## src/rtl/wm_irq_pkg.sv

```systemverilog
`timescale 1ns/1ps
package wm_irq_pkg;
    parameter int REG_W      = 32;
    parameter int ADDR_W     = 8;
    parameter int DATA_W     = 8;
    parameter int FIFO_DEPTH = 8;
    parameter int MARK_W     = 3;

    localparam int CNT_W = $clog2(FIFO_DEPTH + 1);
    localparam int NUM_CH = 2;
    localparam int CH_TX  = 0;
    localparam int CH_RX  = 1;

    localparam logic [ADDR_W-1:0] OFS_TX_LEVEL = 8'h50;
    localparam logic [ADDR_W-1:0] OFS_RX_LEVEL = 8'h54;
    localparam logic [ADDR_W-1:0] OFS_ENABLE   = 8'h70;
    localparam logic [ADDR_W-1:0] OFS_PENDING  = 8'h74;

    typedef logic [MARK_W-1:0] mark_t;
    typedef logic [CNT_W-1:0]  cnt_t;

    // bit 0 = transmit, bit 1 = receive
    typedef struct packed {
        logic rx;
        logic tx;
    } wm_pair_t;

    typedef enum logic [2:0] {
        SEL_NONE,
        SEL_TX_LEVEL,
        SEL_RX_LEVEL,
        SEL_ENABLE,
        SEL_PENDING
    } reg_sel_t;

    function automatic reg_sel_t decode_addr(input logic [ADDR_W-1:0] a);
        reg_sel_t s;
        case (a)
            OFS_TX_LEVEL: s = SEL_TX_LEVEL;
            OFS_RX_LEVEL: s = SEL_RX_LEVEL;
            OFS_ENABLE:   s = SEL_ENABLE;
            OFS_PENDING:  s = SEL_PENDING;
            default:      s = SEL_NONE;
        endcase
        return s;
    endfunction

    function automatic logic below_level(input cnt_t c, input mark_t m);
        return c < cnt_t'(m);
    endfunction

    function automatic logic above_level(input cnt_t c, input mark_t m);
        return c > cnt_t'(m);
    endfunction
endpackage

```

## src/rtl/wm_fifo.sv

```systemverilog
`timescale 1ns/1ps
module wm_fifo #(
    parameter int DEPTH  = 8,
    parameter int DATA_W = 8,
    localparam int PTR_W = $clog2(DEPTH),
    localparam int CNT_W = $clog2(DEPTH + 1)
) (
    input  logic              clk,
    input  logic              rst,
    input  logic              push,
    input  logic [DATA_W-1:0] push_data,
    input  logic              pop,
    output logic [DATA_W-1:0] pop_data,
    output logic              full,
    output logic              empty,
    output logic [CNT_W-1:0]  count
);
    logic [DATA_W-1:0] store [DEPTH];
    logic [PTR_W-1:0]  wr_ptr, rd_ptr;
    logic [CNT_W-1:0]  count_q;
    logic              do_push, do_pop;

    function automatic logic [PTR_W-1:0] step(input logic [PTR_W-1:0] p);
        return (p == PTR_W'(DEPTH - 1)) ? '0 : p + PTR_W'(1);
    endfunction

    assign full    = (count_q == CNT_W'(DEPTH));
    assign empty   = (count_q == '0);
    assign do_push = push && !full;
    assign do_pop  = pop && !empty;
    assign pop_data = store[rd_ptr];
    assign count   = count_q;

    always_ff @(posedge clk) begin
        if (do_push) begin
            store[wr_ptr] <= push_data;
        end
    end

    always_ff @(posedge clk) begin
        if (rst) begin
            wr_ptr  <= '0;
            rd_ptr  <= '0;
            count_q <= '0;
        end else begin
            if (do_push) wr_ptr <= step(wr_ptr);
            if (do_pop)  rd_ptr <= step(rd_ptr);
            case ({do_push, do_pop})
                2'b10:   count_q <= count_q + CNT_W'(1);
                2'b01:   count_q <= count_q - CNT_W'(1);
                default: count_q <= count_q;
            endcase
        end
    end
endmodule

```

## src/rtl/wm_regs.sv

```systemverilog
`timescale 1ns/1ps
module wm_regs
    import wm_irq_pkg::*;
(
    input  logic              clk,
    input  logic              rst,
    input  logic [ADDR_W-1:0] addr,
    input  logic              we,
    input  logic [REG_W-1:0]  wdata,
    input  wm_pair_t          pending,
    output logic [REG_W-1:0]  rdata,
    output mark_t             tx_level,
    output mark_t             rx_level,
    output wm_pair_t          enable
);
    reg_sel_t sel;
    logic     unused_wdata_hi;

    assign sel             = decode_addr(addr);
    assign unused_wdata_hi = ^wdata[REG_W-1:MARK_W];

    always_ff @(posedge clk) begin
        if (rst) begin
            tx_level <= '0;
            rx_level <= '0;
            enable   <= '0;
        end else if (we) begin
            case (sel)
                SEL_TX_LEVEL: tx_level <= wdata[MARK_W-1:0];
                SEL_RX_LEVEL: rx_level <= wdata[MARK_W-1:0];
                SEL_ENABLE:   enable   <= wm_pair_t'(wdata[1:0]);
                default:      ;
            endcase
        end
    end

    always_comb begin
        rdata = '0;
        case (sel)
            SEL_TX_LEVEL: rdata[MARK_W-1:0] = tx_level;
            SEL_RX_LEVEL: rdata[MARK_W-1:0] = rx_level;
            SEL_ENABLE:   rdata[1:0]        = enable;
            SEL_PENDING:  rdata[1:0]        = pending;
            default:      rdata = '0;
        endcase
    end
endmodule

```

## src/rtl/wm_irq_eval.sv

```systemverilog
`timescale 1ns/1ps
module wm_irq_eval
    import wm_irq_pkg::*;
(
    input  logic     clk,
    input  logic     rst,
    input  cnt_t     tx_count,
    input  cnt_t     rx_count,
    input  mark_t    tx_level,
    input  mark_t    rx_level,
    input  wm_pair_t enable,
    output wm_pair_t pending,
    output logic     irq
);
    wm_pair_t pend_d;

    always_comb begin
        pend_d.tx = below_level(tx_count, tx_level);
        pend_d.rx = above_level(rx_count, rx_level);
    end

    always_ff @(posedge clk) begin
        if (rst) begin
            pending <= '0;
            irq     <= 1'b0;
        end else begin
            pending <= pend_d;
            irq     <= |(pend_d & enable);
        end
    end
endmodule

```

## src/rtl/wm_irq_unit.sv

```systemverilog
`timescale 1ns/1ps
module wm_irq_unit
    import wm_irq_pkg::*;
(
    input  logic              clk,
    input  logic              rst,
    input  logic [ADDR_W-1:0] reg_addr,
    input  logic              reg_we,
    input  logic [REG_W-1:0]  reg_wdata,
    output logic [REG_W-1:0]  reg_rdata,
    input  logic              tx_push,
    input  logic [DATA_W-1:0] tx_push_data,
    output logic              tx_full,
    input  logic              tx_pop,
    output logic [DATA_W-1:0] tx_pop_data,
    output logic              tx_empty,
    input  logic              rx_push,
    input  logic [DATA_W-1:0] rx_push_data,
    output logic              rx_full,
    input  logic              rx_pop,
    output logic [DATA_W-1:0] rx_pop_data,
    output logic              rx_empty,
    output logic              irq
);
    logic [NUM_CH-1:0] push_v, pop_v, full_v, empty_v;
    logic [DATA_W-1:0] push_d [NUM_CH];
    logic [DATA_W-1:0] pop_d  [NUM_CH];
    cnt_t              cnt_v  [NUM_CH];

    cnt_t     tx_cnt, rx_cnt;
    mark_t    tx_level_q, rx_level_q;
    wm_pair_t en_q, pend_q;

    assign push_v = {rx_push, tx_push};
    assign pop_v  = {rx_pop, tx_pop};
    assign push_d[CH_TX] = tx_push_data;
    assign push_d[CH_RX] = rx_push_data;

    for (genvar ch = 0; ch < NUM_CH; ch++) begin : g_fifo
        wm_fifo #(
            .DEPTH  (FIFO_DEPTH),
            .DATA_W (DATA_W)
        ) u_fifo (
            .clk       (clk),
            .rst       (rst),
            .push      (push_v[ch]),
            .push_data (push_d[ch]),
            .pop       (pop_v[ch]),
            .pop_data  (pop_d[ch]),
            .full      (full_v[ch]),
            .empty     (empty_v[ch]),
            .count     (cnt_v[ch])
        );
    end

    assign tx_cnt      = cnt_v[CH_TX];
    assign rx_cnt      = cnt_v[CH_RX];
    assign tx_full     = full_v[CH_TX];
    assign rx_full     = full_v[CH_RX];
    assign tx_empty    = empty_v[CH_TX];
    assign rx_empty    = empty_v[CH_RX];
    assign tx_pop_data = pop_d[CH_TX];
    assign rx_pop_data = pop_d[CH_RX];

    wm_regs u_regs (
        .clk      (clk),
        .rst      (rst),
        .addr     (reg_addr),
        .we       (reg_we),
        .wdata    (reg_wdata),
        .pending  (pend_q),
        .rdata    (reg_rdata),
        .tx_level (tx_level_q),
        .rx_level (rx_level_q),
        .enable   (en_q)
    );

    wm_irq_eval u_eval (
        .clk      (clk),
        .rst      (rst),
        .tx_count (tx_cnt),
        .rx_count (rx_cnt),
        .tx_level (tx_level_q),
        .rx_level (rx_level_q),
        .enable   (en_q),
        .pending  (pend_q),
        .irq      (irq)
    );
endmodule

```

## config.mk

```make
export PLATFORM = sky130hd
export DESIGN_NAME = wm_irq_unit
export DESIGN_NICKNAME = d
export VERILOG_FILES = /design/src/rtl/wm_irq_pkg.sv /design/src/rtl/wm_fifo.sv /design/src/rtl/wm_regs.sv /design/src/rtl/wm_irq_eval.sv /design/src/rtl/wm_irq_unit.sv
export SDC_FILE = /design/constraint.sdc
export NUM_CORES = 1
export LEC_CHECK = 0
export BUFFER_PORTS_ARGS = -buffer_cell sky130_fd_sc_hd__buf_2
export CORE_MARGIN = 3
export CORE_UTILIZATION = 45
export CTS_BUF_LIST = sky130_fd_sc_hd__clkbuf_8
export DETAILED_ROUTE_END_ITERATION = 8
export HOLD_SLACK_MARGIN = 0.03
export PLACE_DENSITY = 0.67
export SETUP_SLACK_MARGIN = 0.4
export SYNTH_ARGS = -nofsm -noshare
export SYNTH_HDL_FRONTEND = slang
export SYNTH_SLANG_ARGS = --single-unit
```

## constraint.sdc

```tcl
create_clock -name clk -period 4.1 [get_ports clk]
set_clock_uncertainty 0.15 [all_clocks]
set_input_delay 0.41 -clock clk [delete_from_list [all_inputs] [get_ports clk]]
set_output_delay 0.41 -clock clk [all_outputs]
set_load 0.05 [all_outputs]
```

Word level (Yosys, flattened, before mapping)
Memory sizes are Yosys's and may differ from the RTL's. A register that Yosys moved wholly into a read port is not among the register bits.
Cells that the tools add are included.
{ "totals": {"ff_bits": 31, "ram_bits": 128, "inputBits": 63, "output_inout_bits": 53, "elab_cells": 77, "n_memories": 2} }
{ "op_classes": {"n_addsub": 8, "order_cmp": 2, "eq_ne": 18, "muxes": 17, "bitwise": 1, "n_reduce_logical": 16} }
{ "memory_table": {"columns": ["memory", "depth", "width", "read_ports", "rd_ports_with_merged_regs", "write_ports", "line_no", "rtl"], "rows": [
  ["g_fifo[0].u_fifo.store", 8, 8, 1, 1, 1, "wm_fifo.sv:18", "logic [DATA_W-1:0] store [DEPTH];"],
  ["g_fifo[1].u_fifo.store", 8, 8, 1, 1, 1, "wm_fifo.sv:18", null]
]} }
{ "op_table": {"columns": ["op", "n"], "rows": [
  ["$eq 8x7->1 const B", 4],
  ["$mux 3", 8],
  ["$pmux 4 s2", 2],
  ["$eq 3x3->1 const B", 5],
  ["$add 3x1->3 const B", 4],
  ["$pmux 3 s4", 1],
  ["$add 4x1->4 const B", 2],
  ["$eq 4x4->1 const B", 2],
  ["$logic_not 4->1", 2],
  ["$pmux 2 s4", 1],
  ["$sub 4x1->4 const B", 2],
  ["$eq 3x2->1 const B", 2],
  ["$reduce_and 2->1", 3],
  ["$eq 2x1->1 const B", 2],
  ["$eq 2x2->1 const B", 2],
  ["$gt 4x3->1", 1],
  ["$logic_and 1x1->1", 4],
  ["$logic_not 1->1", 4],
  ["$lt 4x3->1", 1],
  ["$mux 1", 4],
  ["$reduce_bool 2->1", 2],
  ["$eq 3x1->1 const B", 1],
  ["$and 2x2->2", 1],
  ["$pmux 1 s2", 1],
  ["$reduce_or 2->1", 1]
]} }

Longest topological paths before layout
Gate-level depths: netlist of the first run.
{ "depth": {"word_depth": 5, "ltp_mapped": 11, "ltp_nobuf": 9} }

Cells and area by module
Synthesis of the first run repeated with hierarchy kept, for this count alone.
{ "unflattened": {"cells_unflattened": 437, "hier_area_um2": 7114.3} }
{ "by_module_without_submodules": {"columns": ["mod", "n_inst", "cells_each", "area_each_um2", "seq_area_each_um2"], "rows": [
  ["wm_fifo", 2, 172, 3110.5, 2182.1],
  ["wm_regs", 1, 71, 680.7, 160.2],
  ["wm_irq_eval", 1, 22, 212.7, 60.1]
]} }

Least setup slack after synthesis of the first run
No wires, ideal clock.
{ "synth_path": {"kind": "input to output", "from": "in reg_addr[3]", "to": "out reg_rdata[2]", "arrival_ns": 2.388, "t_required_ns": 3.540, "path_slack_ns": 1.152, "stages": 3, "path_buffers": 0, "path_cell_list": "or4b_4 > or2_2 > nor3_1"} }
{ "synth_via": {"elab_chain_len": 4, "elab_cells_between_ends": 8, "classes_between": "6 x eq/ne; 2 x mux"} }
{ "synth_lines": {"columns": ["element", "line_no", "rtl"], "rows": [
  ["start, declared", "wm_irq_unit.sv:7", "input logic [ADDR_W-1:0] reg_addr,"],
  ["$eq 8x7->1", "wm_irq_pkg.sv:38", "case (a)"],
  ["$pmux 3 s4 *", "wm_irq_pkg.sv:38", null],
  ["$eq 3x2->1 or $eq 3x1->1 (tied branches)", "wm_regs.sv:39", "case (sel)"],
  ["$pmux 1 s2 *", "wm_regs.sv:39", null],
  ["end, declared", "wm_irq_unit.sv:10", "output logic [REG_W-1:0] reg_rdata,"]
]} }
Mark *: on every way between the ends. The rest lies on a longest branch, timed or not.

Worst setup path in the final report of the first run
{ "layout_path": {"from": "reg g_fifo[1].u_fifo.count_q[3]", "to": "reg g_fifo[1].u_fifo.count_q[3]"} }
{ "layout_via": {"elab_chain_len": 5, "elab_cells_between_ends": 12, "classes_between": "2 x add/sub; 3 x eq/ne; 1 x mux; 6 x reduce/logical"} }
{ "layout_lines": {"columns": ["element", "line_no", "rtl"], "rows": [
  ["start, declared", "wm_fifo.sv:20", "logic [CNT_W-1:0] count_q;"],
  ["start signal, assigned", "wm_fifo.sv:49", "2'b10: count_q <= count_q + CNT_W'(1);"],
  ["start signal, assigned", "wm_fifo.sv:50", "2'b01: count_q <= count_q - CNT_W'(1);"],
  ["start signal, assigned", "wm_fifo.sv:51", "default: count_q <= count_q;"],
  ["$eq 4x4->1 or $logic_not 4->1 (tied branches)", "wm_fifo.sv:27, wm_fifo.sv:28", null],
  ["$logic_not 1->1, on equally long branches", "wm_fifo.sv:29, wm_fifo.sv:30", null],
  ["$logic_and 1x1->1, on equally long branches", "wm_fifo.sv:29, wm_fifo.sv:30", null],
  ["$eq 2x1->1 or $eq 2x2->1 (tied branches)", "wm_fifo.sv:48", "case ({do_push, do_pop})"],
  ["$pmux 4 s2 or $reduce_bool 2->1 (tied branches)", null, null]
]} }
Parallel ways exist; a longest one is shown, timed or not.
A chain may end at the register's enable or synchronous reset.

==> metrics.md, run 1 <==
| Metric | Value |
|---|---|
| Setup bufs post-CTS | 0 |
| Yosys top cell area share | 54.9% |
| R2r endpoint | g_fifo[1].u_fifo.count[3]$_SDFFE_PP0P_ |
| Yosys Warn Count | 0 |
| Top Ports | 116 |
| Post-Syn Area | 0.00700 sq mm |
| CTS buffer count | 17 |
| Clk buf depth | 2 |
| Cell Area, Placed | approximately 0.0074 sq mm |
| Worst-path clk slew | around 0.080 ns |
| Outcome | finished, final reports clean |
| TritonRoute pass-1 iters | 5 |
| Reg2Reg Depth | 8 |
| GRT met2 Usage | 22.7% |
| Worst Max-Slew Pin Slew | 0.912 ns |
| Post-route clock period utilization | 75.4% |
| Buf+Inv Stages, Crit Path | 1 |
| PostCTS Resize Cnt | 0 |
| Die area | ~0.017 sq mm |
| GRT Residual Overflow | 0 |
| Peak supply drop | ~400 uV |
| GRT Total Usage | 14.9% |
| Wirelength per Cell | 17.1 um |
| Largest area contributor in the netlist | edfxtp_1 |
| GR peak layer | met2 |
| Nets | 588 |
| Synth area leaders | edfxtp_1, mux4_2, dfxtp_1, ha_1, buf_4 |
| Crit-path most repeated cell | a21oi_1 |
| WP data arrival | 3.32 ns |
| Htree depth | 4 |
| # DRC | 0 |
| Max-slew violations | 0 |
| Layout Area Growth over Synthesis | 11.3% |
| Clock Sink Count | 165 |
| Slew HR | between 30 and 40% |
| CP max FO | 8 |
| Die height | between 100 and 150 um |
| Initial antenna violation count | 0 |
| FF+latch count, synth | 165 |
| Worst setup SP type | register |
| Setup Crit Path Kind | register to register |
| Largest net degree at the start of global routing | 31 |
| Post-synthesis cell type count | 41 |
| Pleak | 2.78 nW |
| Power density cells | 570 mW/mm^2 |
| Placed Cells | 669 |
| Finished Cell Area | around 0.008 sq mm |
| Routability Congestion | approximately 0.76 |
| RSZ-0062 raised after global routing | false |
| Detailed Route WL | 12,000 um |
| DP HPWL | slightly above 8000 um |
| Fmax | 0.323 GHz |
| Worst Hold End | u_regs.rx_level[2]$_SDFFE_PP0P_ |
| Number of vias per cell | 5.21 |
| Hold path startpoint | reg_wdata[2] |
| Number of cell rows | 44 |
| Largest delay share family, worst path | compound AO/OA/AOI/OAI gates |
| Met3 Usage GRT | 3.78% |
| DR iter-0 viols | 201 |
| Commonest non-fill, non-tap cell in the layout | edfxtp_1 |
| Fraction of layout cells with a size suffix above 1 | 30.6% |
| CP endpoint kind | register |
| RR Startpoint | g_fifo[1].u_fifo.count[3]$_SDFFE_PP0P_ |
| I/O Buffers | 57 |
| Slowest stage delay, CP | 0.78 ns |
| Synth Flop Type | edfxtp_1 |
| Ant diodes | 0 |
| Commonest cells after routing, fill and taps aside | edfxtp_1, buf_2, dfxtp_1, mux4_2, nor2_1 |
| Root Buffer | clkbuf_8 |
| Asr flop ratio synth | 0% |
| Setup TNS | 0 ns |
| Hold WC Path Type | input pin to register |
| CORE AREA | 0.0149 sq mm |
| Worst skew pair latency | 0.45 ns |
| R2R Setup Slk | 1.01 ns |
| CTS tree | yes |
| M1 GR Usage | 20.8% |
| Max-Cap Viols | 0 |
| Seq/Total Area, Yosys | 65.5% |
| Worst path cell trace | o41ai_1, inv_1, ha_1, ha_1, a21oi_1, a21oi_1, or4_1, a21oi_1 |
| Slowest CP cell | o41ai_1 |
| Synthesized area per cell | 16.1 sq um |
| # setup viols final | 0 |
| Post-synth EDFFs | 128 |
| Vias in the first global route | 3,644 |
| Fin cells | between 700 and 800 |
| Final Hold Fails | 0 |
| Cells after Synth | 435 |
| Global-route wire length before repair | approximately 19,000 um |
| Fin crit period | 3.09 ns |
| DR vias | 3,653 |
| # hold bufs at CTS | 0 |
| Chip Width | 131 um |
| Req. time, crit path | 4.33 ns |
| Hold path depth | 3 |
| Routed Antenna Nets | 0 |
| Initial core utilization | 47.1% |
==> cells by family (layout without fill, tap and decap cells) <==
| group | Yosys count | in the layout | synth area share, % |
|---|---|---|---|
| other cells | 1 | 29 | 0.0536 |
| compound gates | 29 | 29 | 2.56 |
| buf+inv | 60 | 114 | 4.90 |
| fa+ha+maj | 21 | 21 | 3.97 |
| xor+xnor | 4 | 4 | 0.501 |
| simple gates | 92 | 92 | 7.12 |
| mux | 63 | 63 | 15.4 |
| flops | 165 | 165 | 65.5 |
==> worst max path at each step <==
stage,start,to,slack [ns],cells past startpoint
3_3_place_gp,g_fifo[1].u_fifo.count[3]$_SDFFE_PP0P_,g_fifo[1].u_fifo.count[3]$_SDFFE_PP0P_,1.09,8
5_1_grt,g_fifo[1].u_fifo.count[3]$_SDFFE_PP0P_,g_fifo[1].u_fifo.count[3]$_SDFFE_PP0P_,0.71,8
2_1_floorplan,reg_addr[3],reg_rdata[2],1.15,3
3_5_place_dp,g_fifo[1].u_fifo.count[3]$_SDFFE_PP0P_,g_fifo[1].u_fifo.count[3]$_SDFFE_PP0P_,0.99,8
4_1_cts,g_fifo[1].u_fifo.count[3]$_SDFFE_PP0P_,g_fifo[1].u_fifo.count[3]$_SDFFE_PP0P_,0.97,8
6_report,g_fifo[1].u_fifo.count[3]$_SDFFE_PP0P_,g_fifo[1].u_fifo.count[3]$_SDFFE_PP0P_,1.01,8
==> cells in the mapped netlist (4+ instances only) <==
cell      instances
edfxtp_1        128
dfxtp_1          37
mux4_2           34
nor2_1           31
buf_4            29
ha_1             19
a21oi_1          18
mux2_2           16
nand2_1          15
inv_1            13
mux2i_1          13
nor3_1           13
nand2b_1          8
clkbuf_1          7
buf_2             6
buf_1             4
nor4_1            4
xor2_1            4
==> stage by stage <==
stage	total power, mW	hold WS [ns]	utilization (%)	worst slack, ns
CTS	4.49	0.0370	52.4	0.968
global route	4.67	0.0465	52.4	0.706
global placement	3.36	0.325	49.9	1.09
floorplan	3.14	0.304	-	1.15
detailed placement	3.40	0.338	49.9	0.988
finish	4.44	0.0693	52.4	1.01
==> flip-flops by register name (all words and copies together), names as in the netlist, named ones only <==
| signal | flops |
|---|---|
| u_eval.pending | 2 |
| g_fifo.u_fifo.rd_ptr | 6 |
| u_regs.enable | 2 |
| g_fifo.u_fifo.wr_ptr | 6 |
| u_eval.irq | 1 |
| g_fifo.u_fifo.store | 128 |
| u_regs.tx_level | 3 |
| u_regs.rx_level | 3 |
| g_fifo.u_fifo.count | 8 |
==> final cells by class <==
| cell class | instances | area [sq um] |
|---|---|---|
| fill | 1229 | 7080 |
| sequential | 165 | 4580 |
| multi-input combinational | 238 | 2170 |
| timing repair buffer | 69 | 375 |
| clock buffer | 17 | 234 |
| tap | 184 | 230 |
| clock inverter | 15 | 140 |
| inverter | 13 | 48.8 |
==> worst min-delay path: cells and delay by family <==
kind                   cells  cell delay, ns
buffers and inverters      1            0.09
multiplexers               1            0.06
AND/OR/NAND/NOR            1            0.07
==> report_power, final <==
group | switching (mW) | total, mW | internal, mW
Sequential | 0.112 | 2.03 | 1.92
Combinational | 0.816 | 1.32 | 0.500
Clock | 0.561 | 1.09 | 0.532
Total | 1.49 | 4.44 | 2.95
==> per-layer routing <==
layer  routed length (um)  up-vias
li1                     -     1737
met1                 5540     1807
met2                 5750       88
met3                  493       21
met4                  223        0
met5                    0        -
Power figures use the tool's default switching activity.
==> run 2, diff against run 1 <==
--- a/config.mk
+++ b/config.mk
@@ -5,13 +5,14 @@
 export SDC_FILE = /design/constraint.sdc
 export NUM_CORES = 1
 export LEC_CHECK = 0
+export ABC_AREA = 1
 export BUFFER_PORTS_ARGS = -buffer_cell sky130_fd_sc_hd__buf_2
 export CORE_MARGIN = 3
 export CORE_UTILIZATION = 45
 export CTS_BUF_LIST = sky130_fd_sc_hd__clkbuf_8
 export DETAILED_ROUTE_END_ITERATION = 8
 export HOLD_SLACK_MARGIN = 0.03
-export PLACE_DENSITY = 0.67
+export PLACE_DENSITY = 0.69
 export SETUP_SLACK_MARGIN = 0.4
 export SYNTH_ARGS = -nofsm -noshare
 export SYNTH_HDL_FRONTEND = slang
==> constraint.sdc (replaced) <==
create_clock -name clk -period 2.8 [get_ports clk]
set_clock_uncertainty 0.15 [all_clocks]
set_input_delay 0.28 -clock clk [delete_from_list [all_inputs] [get_ports clk]]
set_output_delay 0.28 -clock clk [all_outputs]
set_load 0.05 [all_outputs]
==> metrics.md, run 2 <==
| Metric | Value |
|---|---|
| Largest net degree at the start of global routing | 33 |
| Root Buffer | clkbuf_8 |
| Fraction of layout cells with a size suffix above 1 | 16.7% |
| I/O Buffers | 57 |
| Largest area contributor in the netlist | edfxtp_1 |
| Synth area leaders | edfxtp_1, dfxtp_1, nor2_1, nand2_1, o21ai_0 |
| Routed Antenna Nets | 0 |
| Detailed Route WL | around 14,000 um |
| Sw frac | a little over two fifths |
| Ant diodes | 0 |
| Highest metal used | met4 |
| Post-synth EDFFs | 128 |
| Synthesized area per cell | 10.3 sq um |
| Pleak | between 3 and 4 nW |
| DR iter-0 viols | 342 |
| Die height | 135 um |
| # setup viols final | 0 |
| Worst skew pair latency | 0.44 ns |
| Top Ports | approximately 120 |
| Post-Syn Area | 0.00745 sq mm |
| Sequential share of power | 39.6% |
| Die area | 0.0181 sq mm |
| Wirelength per Cell | 13.6 um |
| Peak supply drop | 492 uV |
| Fin crit period | ~2.2 ns |
| Number of vias per cell | 4.80 |
| Met2 wire length | 6970 um |
| Max-slew violations | 0 |
| Post-synthesis cell type count | 33 |
| CTS tree | yes |
| CP max FO | 5 |
| Fmax | 0.451 GHz |
| Initial core utilization | a little under half |
| Seq/Total Area, Yosys | 61.5% |
| CTS buffer count | 17 |
| Combinational power share | 39.4% |
| Max-Cap Viols | 0 |
| Clock Sink Count | 165 |
| Post-route clock period utilization | between 70 and 80% |
| Clk buf depth | 2 |
| Nets | 905 |
| Setup TNS | 0 ns |
| Commonest cells after routing, fill and taps aside | nor2_1, edfxtp_1, nand2_1, o21ai_0, inv_1 |
| Met3 Routed Length | around 660 um |
| Worst setup SP type | register |
| FF+latch count, synth | 165 |
| Routability Congestion | 0.801 |
| Setup bufs post-CTS | 0 |
| Number of cell rows | 46 |
| Biggest register | g_fifo.u_fifo.store |
| Htree depth | 4 |
| R2R Setup Slk | 0.58 ns |
| Fin cells | between 1,000 and 1,500 |
| Worst Max-Slew Pin Slew | 0.673 ns |
| GRT Residual Overflow | 0 |
| Hold WC Path Type | input pin to register |
| Cells after Synth | between 700 and 800 |
| WP data arrival | 2.44 ns |
| Setup Crit Path Kind | register to register |
| M1 WL | 6470 um |
| DP HPWL | ~9200 um |
| Synth Flop Type | edfxtp_1 |
| Worst-path clk slew | 0.09 ns |
| Largest register FFs | 128 |
| CORE AREA | approximately 0.016 sq mm |
| Final Hold Fails | 0 |
| Sw power | 3.25 mW |
| TritonRoute pass-1 iters | 4 |
| Yosys top cell area share | between 50% and 60% |
| Yosys Warn Count | 0 |
| Clock group share of total power | a little over a fifth |
| Initial antenna violation count | 0 |
| Layout Area Growth over Synthesis | 14.1% |
| Top cells by count, synth | nor2_1, edfxtp_1, nand2_1 |
| Req. time, crit path | 3.03 ns |
| Asr flop ratio synth | 0% |
| Global-route wire length before repair | approximately 24,000 um |
| Most common cell in the netlist | nor2_1 |
| GRT Total Usage | 16.6% |
| Pint | 4.52 mW |
| Slew HR | 55.1% |
| CP endpoint kind | register |
| Commonest non-fill, non-tap cell in the layout | nor2_1 |
| Vias in the first global route | a little under 5,000 |
| DR vias | just over 5,000 |
| # fillers | 1,426 |
| # DRC | 0 |
| Power density cells | approximately 910 mW/mm^2 |
| RSZ-0062 raised after global routing | true |
| Chip Width | about 130 um |
| Placed Cells | 994 |
| Outcome | finished, final reports clean |
## run 2: cell count changes in the layout (fill, tap and decap cells not counted), moves of 13 or more
cell	delta
dlygate4sd3_1	+24
inv_1	+41
mux2_2	-16
mux2i_1	-13
mux4_2	-34
nand2_1	+90
nand3_1	+14
nor2_1	+113
nor3_1	-13
o21ai_0	+55
o21ai_1	+53
## run 2: kinds of logic (layout without fill, tap and decap cells)
family / count (synthesis) / count (layout) / synth area share (%)
xor+xnor: 6 / 6 / 0.706
fa+ha+maj: 21 / 21 / 3.73
other cells: 1 / 29 / 0.0503
simple gates: 291 / 291 / 16.2
flops: 165 / 165 / 61.5
compound gates: 130 / 130 / 8.99
buf+inv: 112 / 192 / 8.77
## run 2: path summary, 6_finish.rpt
kind | start | depth (start not counted) | endpoint
setup reg to reg | g_fifo[0].u_fifo.count[1]$_SDFFE_PP0P_ | 13 | g_fifo[0].u_fifo.count[3]$_SDFFE_PP0P_
setup / recovery | g_fifo[0].u_fifo.count[1]$_SDFFE_PP0P_ | 13 | g_fifo[0].u_fifo.count[3]$_SDFFE_PP0P_
hold / removal | rx_pop | 4 | g_fifo[1].u_fifo.rd_ptr[1]$_SDFFE_PP0N_
hold reg to reg | u_regs.enable[1]$_SDFFE_PP0P_ | 2 | u_regs.enable[1]$_SDFFE_PP0P_
## run 2: what timing repair did
| item | 4_1_cts | 5_1_grt |
|---|---|---|
| cloned | 0 | 0 |
| setup endpoints to repair | 11 | 18 |
| endpoints found under the hold margin | 143 | 0 |
| resized for setup | 4 | 12 |
| hold buffers | 24 | 0 |
## run 2: worst max-delay path, cell delays in order, from the launching register on
cell	delay (ns)
dfxtp_1	0.37
nor2_2	0.13
nand3_1	0.09
nand2_1	0.14
inv_1	0.11
ha_1	0.28
ha_1	0.36
nand2_1	0.10
nand2_1	0.05
nor2_1	0.11
nand2_1	0.06
nand2_1	0.05
nand2_1	0.04
a21oi_1	0.11
## run 2: cell type report
cell class	count	area [sq um]	share of cell area [%]
clock buffer	17	234	2.75
clock inverter	15	146	1.72
inverter	57	219	2.58
multi-input combinational	477	2320	27.3
sequential	165	4590	54.0
tap	216	270	3.18
timing repair buffer	103	718	8.45
## run 2: power by group through the flow
stage | Sequential, mW | Combinational, mW | Clock (mW)
2_1_floorplan | 3.06 | 2.53 | 0
5_1_grt | 3.11 | 3.43 | 1.80
3_5_place_dp | 3.11 | 3.01 | 0
3_3_place_gp | 3.11 | 2.97 | 0
6_report | 3.07 | 3.06 | 1.64
4_1_cts | 3.06 | 3.06 | 1.68
## run 2: stage by stage
step | area [sq um] | total power, mW | setup WS (ns) | util (%) | hold slack [ns]
floorplan | 7550 | 5.59 | 0.822 | - | 0.229
global placement | 7840 | 6.07 | 0.516 | 48.8 | 0.328
global route | 8500 | 8.34 | 0.325 | 52.9 | 0.119
finish | 8500 | 7.77 | 0.583 | 52.9 | 0.126
detailed placement | 7840 | 6.12 | 0.531 | 48.8 | 0.335
CTS | 8470 | 7.80 | 0.425 | 52.7 | 0.0943
## run 2: per-layer routing
layer | global-route usage, % | vias up
li1 | - | 2567
met2 | 25.8 | 121
met4 | 7.13 | 0
met1 | 23.0 | 2340
met5 | 0 | -
met3 | 3.28 | 16
